File: config.mk
export PLATFORM = sky130hd
export DESIGN_NAME = trace_recorder
export DESIGN_NICKNAME = d
export VERILOG_FILES = /design/src/rtl/trc_pkg.sv /design/src/rtl/trc_wr_ctrl.sv /design/src/rtl/trc_store.sv /design/src/rtl/trc_rd_port.sv /design/src/rtl/trace_recorder.sv
export SDC_FILE = /design/constraint.sdc
export NUM_CORES = 1
export LEC_CHECK = 0
export ABC_CLOCK_PERIOD_IN_PS = 12800
export BUFFER_PORTS_ARGS = -buffer_cell sky130_fd_sc_hd__buf_2
export CORE_AREA = 10 10 454 456
export CTS_CLUSTER_DIAMETER = 40
export DETAILED_ROUTE_END_ITERATION = 16
export DIE_AREA = 0 0 464 466
export PLACE_DENSITY_LB_ADDON = 0.1
export SYNTH_ARGS = -nofsm -noshare
export SYNTH_HDL_FRONTEND = slang
export SYNTH_SLANG_ARGS = --single-unit
File: constraint.sdc
create_clock -name clk -period 12.8 [get_ports clk]
set_clock_uncertainty 0.15 [all_clocks]
set_input_delay 0.64 -clock clk [delete_from_list [all_inputs] [get_ports clk]]
set_output_delay 0.64 -clock clk [all_outputs]
set_load 0.005 [all_outputs]
File: src/rtl/trc_pkg.sv
package trc_pkg;

  localparam int INSN_W = 16;
  localparam int PA_W   = 23;
  localparam int RV_W   = 8;
  localparam int DA_W   = 23;
  localparam int DV_W   = 8;
  localparam int FL_W   = 8;
  localparam int NFLD   = 6;

  localparam int F_INSN = 0;
  localparam int F_PC   = 1;
  localparam int F_RV   = 2;
  localparam int F_DA   = 3;
  localparam int F_DV   = 4;
  localparam int F_FL   = 5;

  typedef struct packed {
    logic [NFLD-1:0]   vld;
    logic [FL_W-1:0]   flags;
    logic [DV_W-1:0]   dval;
    logic [DA_W-1:0]   daddr;
    logic [RV_W-1:0]   rval;
    logic [PA_W-1:0]   pc;
    logic [INSN_W-1:0] insn;
  } trc_rec_t;

  // Zero every field whose valid bit is clear.
  function automatic trc_rec_t trc_scrub(input trc_rec_t r);
    trc_rec_t o;
    o       = r;
    o.insn  = r.vld[F_INSN] ? r.insn  : '0;
    o.pc    = r.vld[F_PC]   ? r.pc    : '0;
    o.rval  = r.vld[F_RV]   ? r.rval  : '0;
    o.daddr = r.vld[F_DA]   ? r.daddr : '0;
    o.dval  = r.vld[F_DV]   ? r.dval  : '0;
    o.flags = r.vld[F_FL]   ? r.flags : '0;
    return o;
  endfunction

endpackage

File: src/rtl/trc_wr_ctrl.sv
module trc_wr_ctrl #(
  parameter int DEPTH = 16,
  localparam int IDX_W = $clog2(DEPTH)
) (
  input  logic             clk,
  input  logic             rst_n,
  input  logic             wr_en,
  output logic [IDX_W-1:0] wptr,
  output logic             wrapped,
  output logic [IDX_W:0]   count
);

  localparam logic [IDX_W-1:0] LAST = IDX_W'(DEPTH - 1);

  logic roll;
  assign roll = wr_en && (wptr == LAST);

  always_ff @(posedge clk) begin
    if (!rst_n) begin
      wptr    <= '0;
      wrapped <= 1'b0;
    end else begin
      if (wr_en) wptr <= wptr + 1'b1;
      if (roll)  wrapped <= 1'b1;
    end
  end

  assign count = wrapped ? (IDX_W+1)'(DEPTH) : {1'b0, wptr};

  a_r2_ptr_step: assert property (@(posedge clk) disable iff (!rst_n)
    wr_en |=> (wptr == IDX_W'($past(wptr) + 1'b1)));

  a_r3_idle_hold: assert property (@(posedge clk) disable iff (!rst_n)
    !wr_en |=> $stable(wptr));

  a_r7_roll_sets_wrap: assert property (@(posedge clk) disable iff (!rst_n)
    roll |=> wrapped);

  a_r7_wrap_sticky: assert property (@(posedge clk) disable iff (!rst_n)
    wrapped |=> wrapped);

endmodule

File: src/rtl/trc_store.sv
module trc_store #(
  parameter int DEPTH = 16,
  localparam int IDX_W = $clog2(DEPTH)
) (
  input  logic              clk,
  input  logic              we,
  input  logic [IDX_W-1:0]  waddr,
  input  trc_pkg::trc_rec_t wdata,
  input  logic [IDX_W-1:0]  raddr,
  output trc_pkg::trc_rec_t rdata
);

  trc_pkg::trc_rec_t mem [DEPTH];

  always_ff @(posedge clk) begin
    if (we) mem[waddr] <= wdata;
  end

  assign rdata = mem[raddr];

endmodule

File: src/rtl/trc_rd_port.sv
module trc_rd_port #(
  parameter int DEPTH = 16,
  localparam int IDX_W = $clog2(DEPTH)
) (
  input  logic              clk,
  input  logic              rst_n,
  input  logic              freeze,
  input  logic [IDX_W-1:0]  idx,
  input  logic [IDX_W-1:0]  wptr,
  input  logic              wrapped,
  input  logic [IDX_W:0]    count,
  output logic [IDX_W-1:0]  raddr,
  input  trc_pkg::trc_rec_t rdata,
  output logic              rd_ok,
  output trc_pkg::trc_rec_t rd_rec
);

  // Oldest surviving entry sits at the write pointer once the store has wrapped.
  function automatic logic [IDX_W-1:0] slot_of(input logic [IDX_W-1:0] base,
                                               input logic [IDX_W-1:0] off,
                                               input logic             wr);
    return wr ? IDX_W'(base + off) : off;
  endfunction

  logic hit;
  assign raddr = slot_of(wptr, idx, wrapped);
  assign hit   = freeze && ({1'b0, idx} < count);

  always_ff @(posedge clk) begin
    if (!rst_n) begin
      rd_ok  <= 1'b0;
      rd_rec <= '0;
    end else begin
      rd_ok  <= hit;
      rd_rec <= hit ? rdata : '0;
    end
  end

  a_r9_live_no_read: assert property (@(posedge clk) disable iff (!rst_n)
    !freeze |=> !rd_ok);

  a_r9_range_miss: assert property (@(posedge clk) disable iff (!rst_n)
    ({1'b0, idx} >= count) |=> (!rd_ok && rd_rec == '0));

endmodule

File: src/rtl/trace_recorder.sv
module trace_recorder #(
  parameter int DEPTH = 16,
  localparam int IDX_W = $clog2(DEPTH)
) (
  input  logic                         clk,
  input  logic                         rst_n,
  input  logic                         obs_valid,
  input  logic                         cap_en,
  input  logic                         freeze,
  input  logic [trc_pkg::INSN_W-1:0]   obs_insn,
  input  logic [trc_pkg::PA_W-1:0]     obs_pc,
  input  logic [trc_pkg::RV_W-1:0]     obs_rval,
  input  logic [trc_pkg::DA_W-1:0]     obs_daddr,
  input  logic [trc_pkg::DV_W-1:0]     obs_dval,
  input  logic [trc_pkg::FL_W-1:0]     obs_flags,
  input  logic [trc_pkg::NFLD-1:0]     obs_fld_vld,
  input  logic [IDX_W-1:0]             rd_idx,
  output logic                         rd_hit,
  output logic [trc_pkg::INSN_W-1:0]   rd_insn,
  output logic [trc_pkg::PA_W-1:0]     rd_pc,
  output logic [trc_pkg::RV_W-1:0]     rd_rval,
  output logic [trc_pkg::DA_W-1:0]     rd_daddr,
  output logic [trc_pkg::DV_W-1:0]     rd_dval,
  output logic [trc_pkg::FL_W-1:0]     rd_flags,
  output logic [trc_pkg::NFLD-1:0]     rd_fld_vld,
  output logic                         wrapped,
  output logic [IDX_W:0]               rec_count
);

  import trc_pkg::*;

  logic             wr_en;
  logic [IDX_W-1:0] wptr;
  logic [IDX_W-1:0] raddr;
  trc_rec_t         obs_rec;
  trc_rec_t         wr_rec;
  trc_rec_t         st_rec;
  trc_rec_t         out_rec;

  assign wr_en = obs_valid && cap_en && !freeze;

  always_comb begin
    obs_rec.vld   = obs_fld_vld;
    obs_rec.insn  = obs_insn;
    obs_rec.pc    = obs_pc;
    obs_rec.rval  = obs_rval;
    obs_rec.daddr = obs_daddr;
    obs_rec.dval  = obs_dval;
    obs_rec.flags = obs_flags;
  end

  assign wr_rec = trc_scrub(obs_rec);

  trc_wr_ctrl #(.DEPTH(DEPTH)) u_wr (
    .clk     (clk),
    .rst_n   (rst_n),
    .wr_en   (wr_en),
    .wptr    (wptr),
    .wrapped (wrapped),
    .count   (rec_count)
  );

  trc_store #(.DEPTH(DEPTH)) u_mem (
    .clk   (clk),
    .we    (wr_en),
    .waddr (wptr),
    .wdata (wr_rec),
    .raddr (raddr),
    .rdata (st_rec)
  );

  trc_rd_port #(.DEPTH(DEPTH)) u_rd (
    .clk     (clk),
    .rst_n   (rst_n),
    .freeze  (freeze),
    .idx     (rd_idx),
    .wptr    (wptr),
    .wrapped (wrapped),
    .count   (rec_count),
    .raddr   (raddr),
    .rdata   (st_rec),
    .rd_ok   (rd_hit),
    .rd_rec  (out_rec)
  );

  assign rd_insn    = out_rec.insn;
  assign rd_pc      = out_rec.pc;
  assign rd_rval    = out_rec.rval;
  assign rd_daddr   = out_rec.daddr;
  assign rd_dval    = out_rec.dval;
  assign rd_flags   = out_rec.flags;
  assign rd_fld_vld = out_rec.vld;

  a_r4_freeze_hold: assert property (@(posedge clk) disable iff (!rst_n)
    freeze |=> ($stable(rec_count) && $stable(wptr)));

  a_r5_daddr_scrubbed: assert property (@(posedge clk) disable iff (!rst_n)
    (rd_hit && !rd_fld_vld[F_DA]) |-> (rd_daddr == '0));

  a_r5_rval_scrubbed: assert property (@(posedge clk) disable iff (!rst_n)
    (rd_hit && !rd_fld_vld[F_RV]) |-> (rd_rval == '0));

  a_r1_reset_state: assert property (@(posedge clk)
    !rst_n |=> (rec_count == '0 && !wrapped && !rd_hit));

endmodule

==> results of run 1 <==
## state kept, by name, summed over array words and instances, names as in the netlist
register	flops
u_rd.rd_ok	1
u_mem.mem	1472
u_wr.wptr	4
u_wr.wrapped	1
u_rd.rd_rec	92
## per-layer routing
metal	vias up	GRT usage (%)	wire length [um]
li1	11526	-	-
met1	14970	19.7	71000
met2	750	24.7	80400
met3	280	3.07	8110
met4	2	4.48	3870
met5	-	0	12
## repair_timing
action	4_1_cts	5_1_grt
hold endpoints to repair	5	0
setup endpoints to repair	0	0
hold buffers	1	0
gates resized for setup	0	0
## placed cells by master, fill, tap and decap left out, types with 2 or more instances in the layout
cell type / count
inv_8: 7
diode_2: 9
xnor2_1: 4
a21oi_1: 3
dfxtp_1: 98
clkinv_4: 15
nor2_1: 6
clkbuf_8: 7
inv_6: 23
buf_12: 14
and2_1: 89
edfxtp_1: 1472
o22ai_1: 92
inv_1: 6
nor2_4: 12
nor3_2: 4
clkinv_2: 37
buf_4: 37
clkbuf_16: 289
mux4_2: 368
mux2i_4: 2
clkinv_8: 2
mux2i_1: 185
nand3b_1: 3
clkinvlp_4: 22
nand2b_1: 2
nand2_1: 11
ha_1: 10
bufinv_16: 27
buf_2: 199
clkbuf_1: 35
clkinv_1: 26
## power by group
group          total, W  switching, W  internal, W
clock           0.00723       0.00251      0.00472
sequential      0.00565     0.0000109      0.00564
combinational  0.000414      0.000245     0.000169
## logic make-up after synthesis
family	Yosys count	synth area share, %
xor gates and xnor gates	4	0.0596
DFF	1570	78.5
buffers and inverters	136	1.38
muxes	556	17.3
and+or+nand+nor	133	1.30
AOI/OAI and AO/OA	103	1.18
adders and majority gates	11	0.247
## stage by stage
step / hold WS (ns) / setup slack, ns / utilization (%)
6_report: 0.133 / 7.81 / 36.7
5_1_grt: 0.0917 / 7.29 / 36.7
4_1_cts: 0.0752 / 7.56 / 36.7
3_5_place_dp: 0.546 / 7.32 / 32.0
3_3_place_gp: 0.486 / 7.39 / 32.0
2_1_floorplan: 0.445 / 4.55 / -
## path summary, 6_finish.rpt
check	startpoint	to	slack, ns	cells past startpoint
hold reg to reg	u_wr.wptr[1]$_SDFFE_PN0P_	u_wr.wptr[1]$_SDFFE_PN0P_	0.55	2
setup reg to reg	u_wr.wrapped$_SDFFE_PN0P_	u_rd.rd_rec[4]$_SDFF_PN0_	7.81	7
hold / removal	freeze	u_wr.wptr[0]$_SDFFE_PN0P_	0.13	4
setup / recovery	u_wr.wrapped$_SDFFE_PN0P_	u_rd.rd_rec[4]$_SDFF_PN0_	7.81	7
## critical path: stages, from the launching register on
cell and delay (ns):
dfxtp_1 0.68, mux2i_4 0.77, buf_4 0.64, buf_4 0.75
buf_4 0.85, mux4_2 0.61, mux2i_1 0.16, o22ai_1 0.11
## layout make-up
| cell class | instances | area [sq um] |
|---|---|---|
| fillers | 18034 | 124000 |
| multi-input cells | 807 | 12000 |
| inverters | 6 | 22.5 |
| clock buffers | 331 | 7460 |
| diodes | 9 | 22.5 |
| repair buffers | 251 | 1560 |
| flip-flops and latches | 1570 | 46200 |
| clock inverters | 159 | 1700 |
| well taps | 2640 | 3300 |
==> results_dict.tcl, run 1 <==
set metrics [dict create \
    status "complete, no violations" \
    core_area_sq_um 197000 \
    antenna_left 0 \
    layoutNonFillerInstCount 5773 \
    critPathLaunchType "flop" \
    ys_seq_area_share_pct 78.5 \
    grt_pass1_wl_um 231000 \
    vias 27528 \
    synth_area_leaders "edfxtp_1 (75%), mux4_2 (14%), dfxtp_1 (3.3%)" \
    clk_latency_ns 0.88 \
    cts_tree "done" \
    finalCriticalPeriod_ns 4.99 \
    syn_inst 2513 \
    synth_top_area_cell "edfxtp_1" \
    htree_levels 5 \
    start_util_pct 29.9 \
    synthTopCellsByCount "edfxtp_1 (1472), mux4_2 (368), mux2i_1 (186)" \
    synth.distinct_cells 37 \
    cts_made_buffers 280 \
    ios 200 \
    fmax_ghz 0.200 \
    p_total_w 0.0133 \
    cellPowerDensity_nw_per_um2 184 \
    grt_start_max_net_pins 130 \
    drt_iter0_drc 2049 \
    synth_top_area_share_pct 75.2 \
    cts_setup_buffers 0 \
    clk_transition_reported_paths_ns 0.04 \
    remaining_drc_errors 0 \
    gp_congestion 0.680 \
    critPathKind "flop to flop" \
    async_flop_share_pct 0 \
    antenna_found_initial 25 \
    hpwl_um 74800 \
    drt-pass1-iter-count 5 \
    finalWirelength_um 163000 \
    finalMaxSlewViolations 0 \
    cts_root_buf "clkbuf_16" \
    crit_path_max_fanout 43 \
    worst_pin_slew_ns 1.05 \
    setup_tns_ns 0 \
    wl_per_cell_um 28.3 \
    grt.total_usage_pct 14.9 \
    portBuffers 199 \
    min_path_type "input pin to flop" \
    gr-total-overflow 0 \
    rsz0062_at_grt "false" \
    chipWidth_um 464 \
    fin_crit_sh_pct 39.0 \
    vdd_ir_drop_max_uv 121 \
    nets 3028 \
    post-place-cells 5273 \
    clockBufferDepth 4 \
    syn-num-nets 2625 \
    ys.flop_type "edfxtp_1" \
    fp.dieH_um 466 \
    relSlewSlack_pct 30.0 \
    area_growth_pct 22.8 \
    drive_gt1_share_pct 34.3 \
    worstPathRequired_ns 13.32 \
    yosys_warnings 0 \
    place_area_sq_um 63000 \
    synth-edff-count 1472 \
    cp-end-kind "flop" \
    ys_seq_elements 1570 \
    cap_violations 0 \
    yosysMostFrequentCell "edfxtp_1" \
    synth_area_sq_um 58800 \
    fin_area_sq_um 72200 \
    grt_pass1_vias 30653 \
    die_area_sq_um 216000 \
    hold_viol_final 0 \
    p_leak_nw 23.9 \
    avgViaCountPerCell 4.77 \
    critPathArrivalTime_ns 5.52 \
    setup_viol 0 \
    avgSynthCellArea_sq_um 23.4 \
    num_rows 163 \
    clock_sinks 1570 \
]
(Power assumes the default switching activity.)
==> run 2, diff against run 1 <==
--- a/config.mk
+++ b/config.mk
@@ -5,7 +5,7 @@
 export SDC_FILE = /design/constraint.sdc
 export NUM_CORES = 1
 export LEC_CHECK = 0
-export ABC_CLOCK_PERIOD_IN_PS = 12800
+export ABC_CLOCK_PERIOD_IN_PS = 4300
 export BUFFER_PORTS_ARGS = -buffer_cell sky130_fd_sc_hd__buf_2
 export CORE_AREA = 10 10 454 456
 export CTS_CLUSTER_DIAMETER = 40
==> constraint.sdc (replaced) <==
create_clock -name clk -period 4.3 [get_ports clk]
set_clock_uncertainty 0.15 [all_clocks]
set_input_delay 0.215 -clock clk [delete_from_list [all_inputs] [get_ports clk]]
set_output_delay 0.215 -clock clk [all_outputs]
set_load 0.005 [all_outputs]
==> run 2 against run 1 <==
Sequential power grew to 3.0 times the previous value. Highest routed layer unchanged. Sequential share of layout area shrank 1.3 points. Critical path type unchanged. Combinational power grew to 3.2 times the previous value. Largest power group unchanged.
==> results_dict.tcl, run 2 (same netlist as run 1, synthesis figures left out) <==
set metrics [dict create \
    core_area_sq_um 197000 \
    critPathMaxStageDelay_ns 0.81 \
    ios 200 \
    seqPwrFrac_pct 43.2 \
    hpwl_um 84300 \
    grt_pass1_vias 31046 \
    cp_slowest_cell "dfxtp_1" \
    antenna_found_initial 12 \
    top_regs "u_mem.mem x1472, u_rd.rd_rec x92, u_wr.wptr x4" \
    clk_latency_ns 0.89 \
    vdd_ir_drop_max_uv 411 \
    status "complete, no violations" \
    cts_setup_buffers 0 \
    cap_violations 0 \
    fin_area_sq_um 73700 \
    relSlewSlack_pct 17.4 \
    place_area_sq_um 64000 \
    critPathLaunchType "flop" \
    regArea_sq_um 46200 \
    routed-wl-met3_um 6840 \
    htree_levels 5 \
    hold_slack_ns 0.0768 \
    remaining_drc_errors 0 \
    path_cells "nand2_1 > o311a_1 > a211oi_4 > buf_12 > buf_12 > mux2i_1 > o22ai_1" \
    cts_tree "done" \
    top_layer_used "met5" \
    fin_crit_sh_pct 79.2 \
    multi_input_area_sq_um 12000 \
    setup_tns_ns 0 \
    crit_path_max_fanout 57 \
    wl_met2_um 80600 \
    layout_commonest_cell "edfxtp_1" \
    setup_viol 0 \
    p_leak_nw 24.5 \
    cellPowerDensity_nw_per_um2 528 \
    final.fill_count 17930 \
    rsz0062_at_grt "false" \
    vias 27853 \
    portBuffers 199 \
    clockBufferDepth 4 \
    hold_viol_final 0 \
    wl_per_cell_um 27.4 \
    fp.dieH_um 466 \
    min_path_type "input pin to flop" \
    die_area_sq_um 216000 \
    clk_transition_reported_paths_ns 0.05 \
    cts_root_buf "clkbuf_16" \
    dp_slack_ns 0.945 \
    cp-end-kind "flop" \
    finalWirelength_um 161000 \
    largest_reg_flops 1472 \
    clock_sinks 1570 \
    route.layer.met1.wl_um 70300 \
    drive_gt1_share_pct 34.0 \
    num_rows 163 \
    avgViaCountPerCell 4.72 \
    fmax_ghz 0.294 \
    gp_congestion 0.727 \
    gr-total-overflow 0 \
    grt.total_usage_pct 14.7 \
    fin_util_pct 37.5 \
    antenna_left 0 \
    grt_pass1_wl_um 230000 \
    p_int_w 0.0309 \
    combPwrFrac_pct 3.4 \
    worstPathRequired_ns 4.89 \
    critPathKind "flop to flop" \
    power_switching_w 0.00806 \
    finalCriticalPeriod_ns 3.40 \
    final_cell_mix "edfxtp_1 (1472), mux4_2 (368), clkbuf_16 (277), buf_2 (199), mux2i_1 (185)" \
    top_register "u_mem.mem" \
    worst_pin_slew_ns 1.24 \
    start_util_pct 29.9 \
    chipWidth_um 464 \
    critPathArrivalTime_ns 3.99 \
    drt_iter0_drc 2116 \
    grt_start_max_net_pins 93 \
    cts_made_buffers 274 \
    finalMaxSlewViolations 0 \
    drt-pass1-iter-count 5 \
    p_sw_share_pct 20.7 \
    postLayoutSetupSlackWorst_ns 0.896 \
    nets 3171 \
    power_frac_clock_pct 53.3 \
    area_growth_pct 25.4 \
    cpMostUsedCell "buf_12" \
]
-- run 2: changes by cell type in the layout (fill, tap and decap cells not counted), moves of 7 or more --
cell           previous run  this run
buf_12                   14        57
buf_4                    37        47
clkbuf_16               289       277
clkbuf_8                  7        14
clkinv_2                 37        25
diode_2                   9         1
dlygate4sd3_1             1        97
-- run 2: path summary, 6_finish.rpt --
| kind | start | end | slack, ns | depth (start not counted) |
|---|---|---|---|---|
| worst min-delay path | rst_n | u_wr.wrapped$_SDFFE_PN0P_ | 0.08 | 3 |
| worst max-delay path | u_wr.wptr[3]$_SDFFE_PN0P_ | u_rd.rd_rec[54]$_SDFF_PN0_ | 0.90 | 7 |
| worst max register to register | u_wr.wptr[3]$_SDFFE_PN0P_ | u_rd.rd_rec[54]$_SDFF_PN0_ | 0.90 | 7 |
| worst min register to register | u_wr.wptr[1]$_SDFFE_PN0P_ | u_wr.wptr[1]$_SDFFE_PN0P_ | 0.50 | 2 |
-- run 2: power by group through the flow --
stage | clock (W) | sequential, W | combinational [W]
3_5_place_dp | 0 | 0.0171 | 0.00131
4_1_cts | 0.0213 | 0.0168 | 0.00139
3_3_place_gp | 0 | 0.0171 | 0.00128
6_report | 0.0208 | 0.0168 | 0.00134
2_1_floorplan | 0 | 0.0171 | 0.000839
5_1_grt | 0.0220 | 0.0168 | 0.00146
-- run 2: layout make-up --
class / instances / share of cell area (%)
Tap cell: 2640 / 4.48
Timing Repair Buffer: 400 / 4.69
Clock buffer: 329 / 9.85
Clock inverter: 143 / 2.08
Sequential cell: 1570 / 62.6
Inverter: 6 / 0.0305
Multi-Input combinational cell: 807 / 16.3
Antenna cell: 1 / 0.00339
-- run 2: stage by stage --
| stage | instances | power, W |
|---|---|---|
| finish | 5896 | 0.0389 |
| global route | 5896 | 0.0403 |
| CTS | 5895 | 0.0395 |
| detailed placement | 5326 | 0.0184 |
| global placement | 5326 | 0.0184 |
| floorplan | 2513 | 0.0179 |
-- run 2: repair_timing --
action / 4_1_cts / 5_1_grt
hold buffers: 97 / 0
gates resized for setup: 0 / 0
hold endpoints to repair: 1482 / 0
-- run 2: critical path: cells and delay by family, from the launching register on --
family | cells | cell delay, ns
DFF | 1 | 0.81
and+or+nand+nor | 1 | 0.19
muxes | 1 | 0.25
buffers and inverters | 2 | 0.71
AOI/OAI and AO/OA | 3 | 0.94
-- run 2: layer usage --
layer | global-route usage (%) | up-vias
li1 | - | 11816
met1 | 19.3 | 15064
met2 | 24.9 | 691
met3 | 2.83 | 280
met4 | 4.16 | 2
met5 | 0 | -
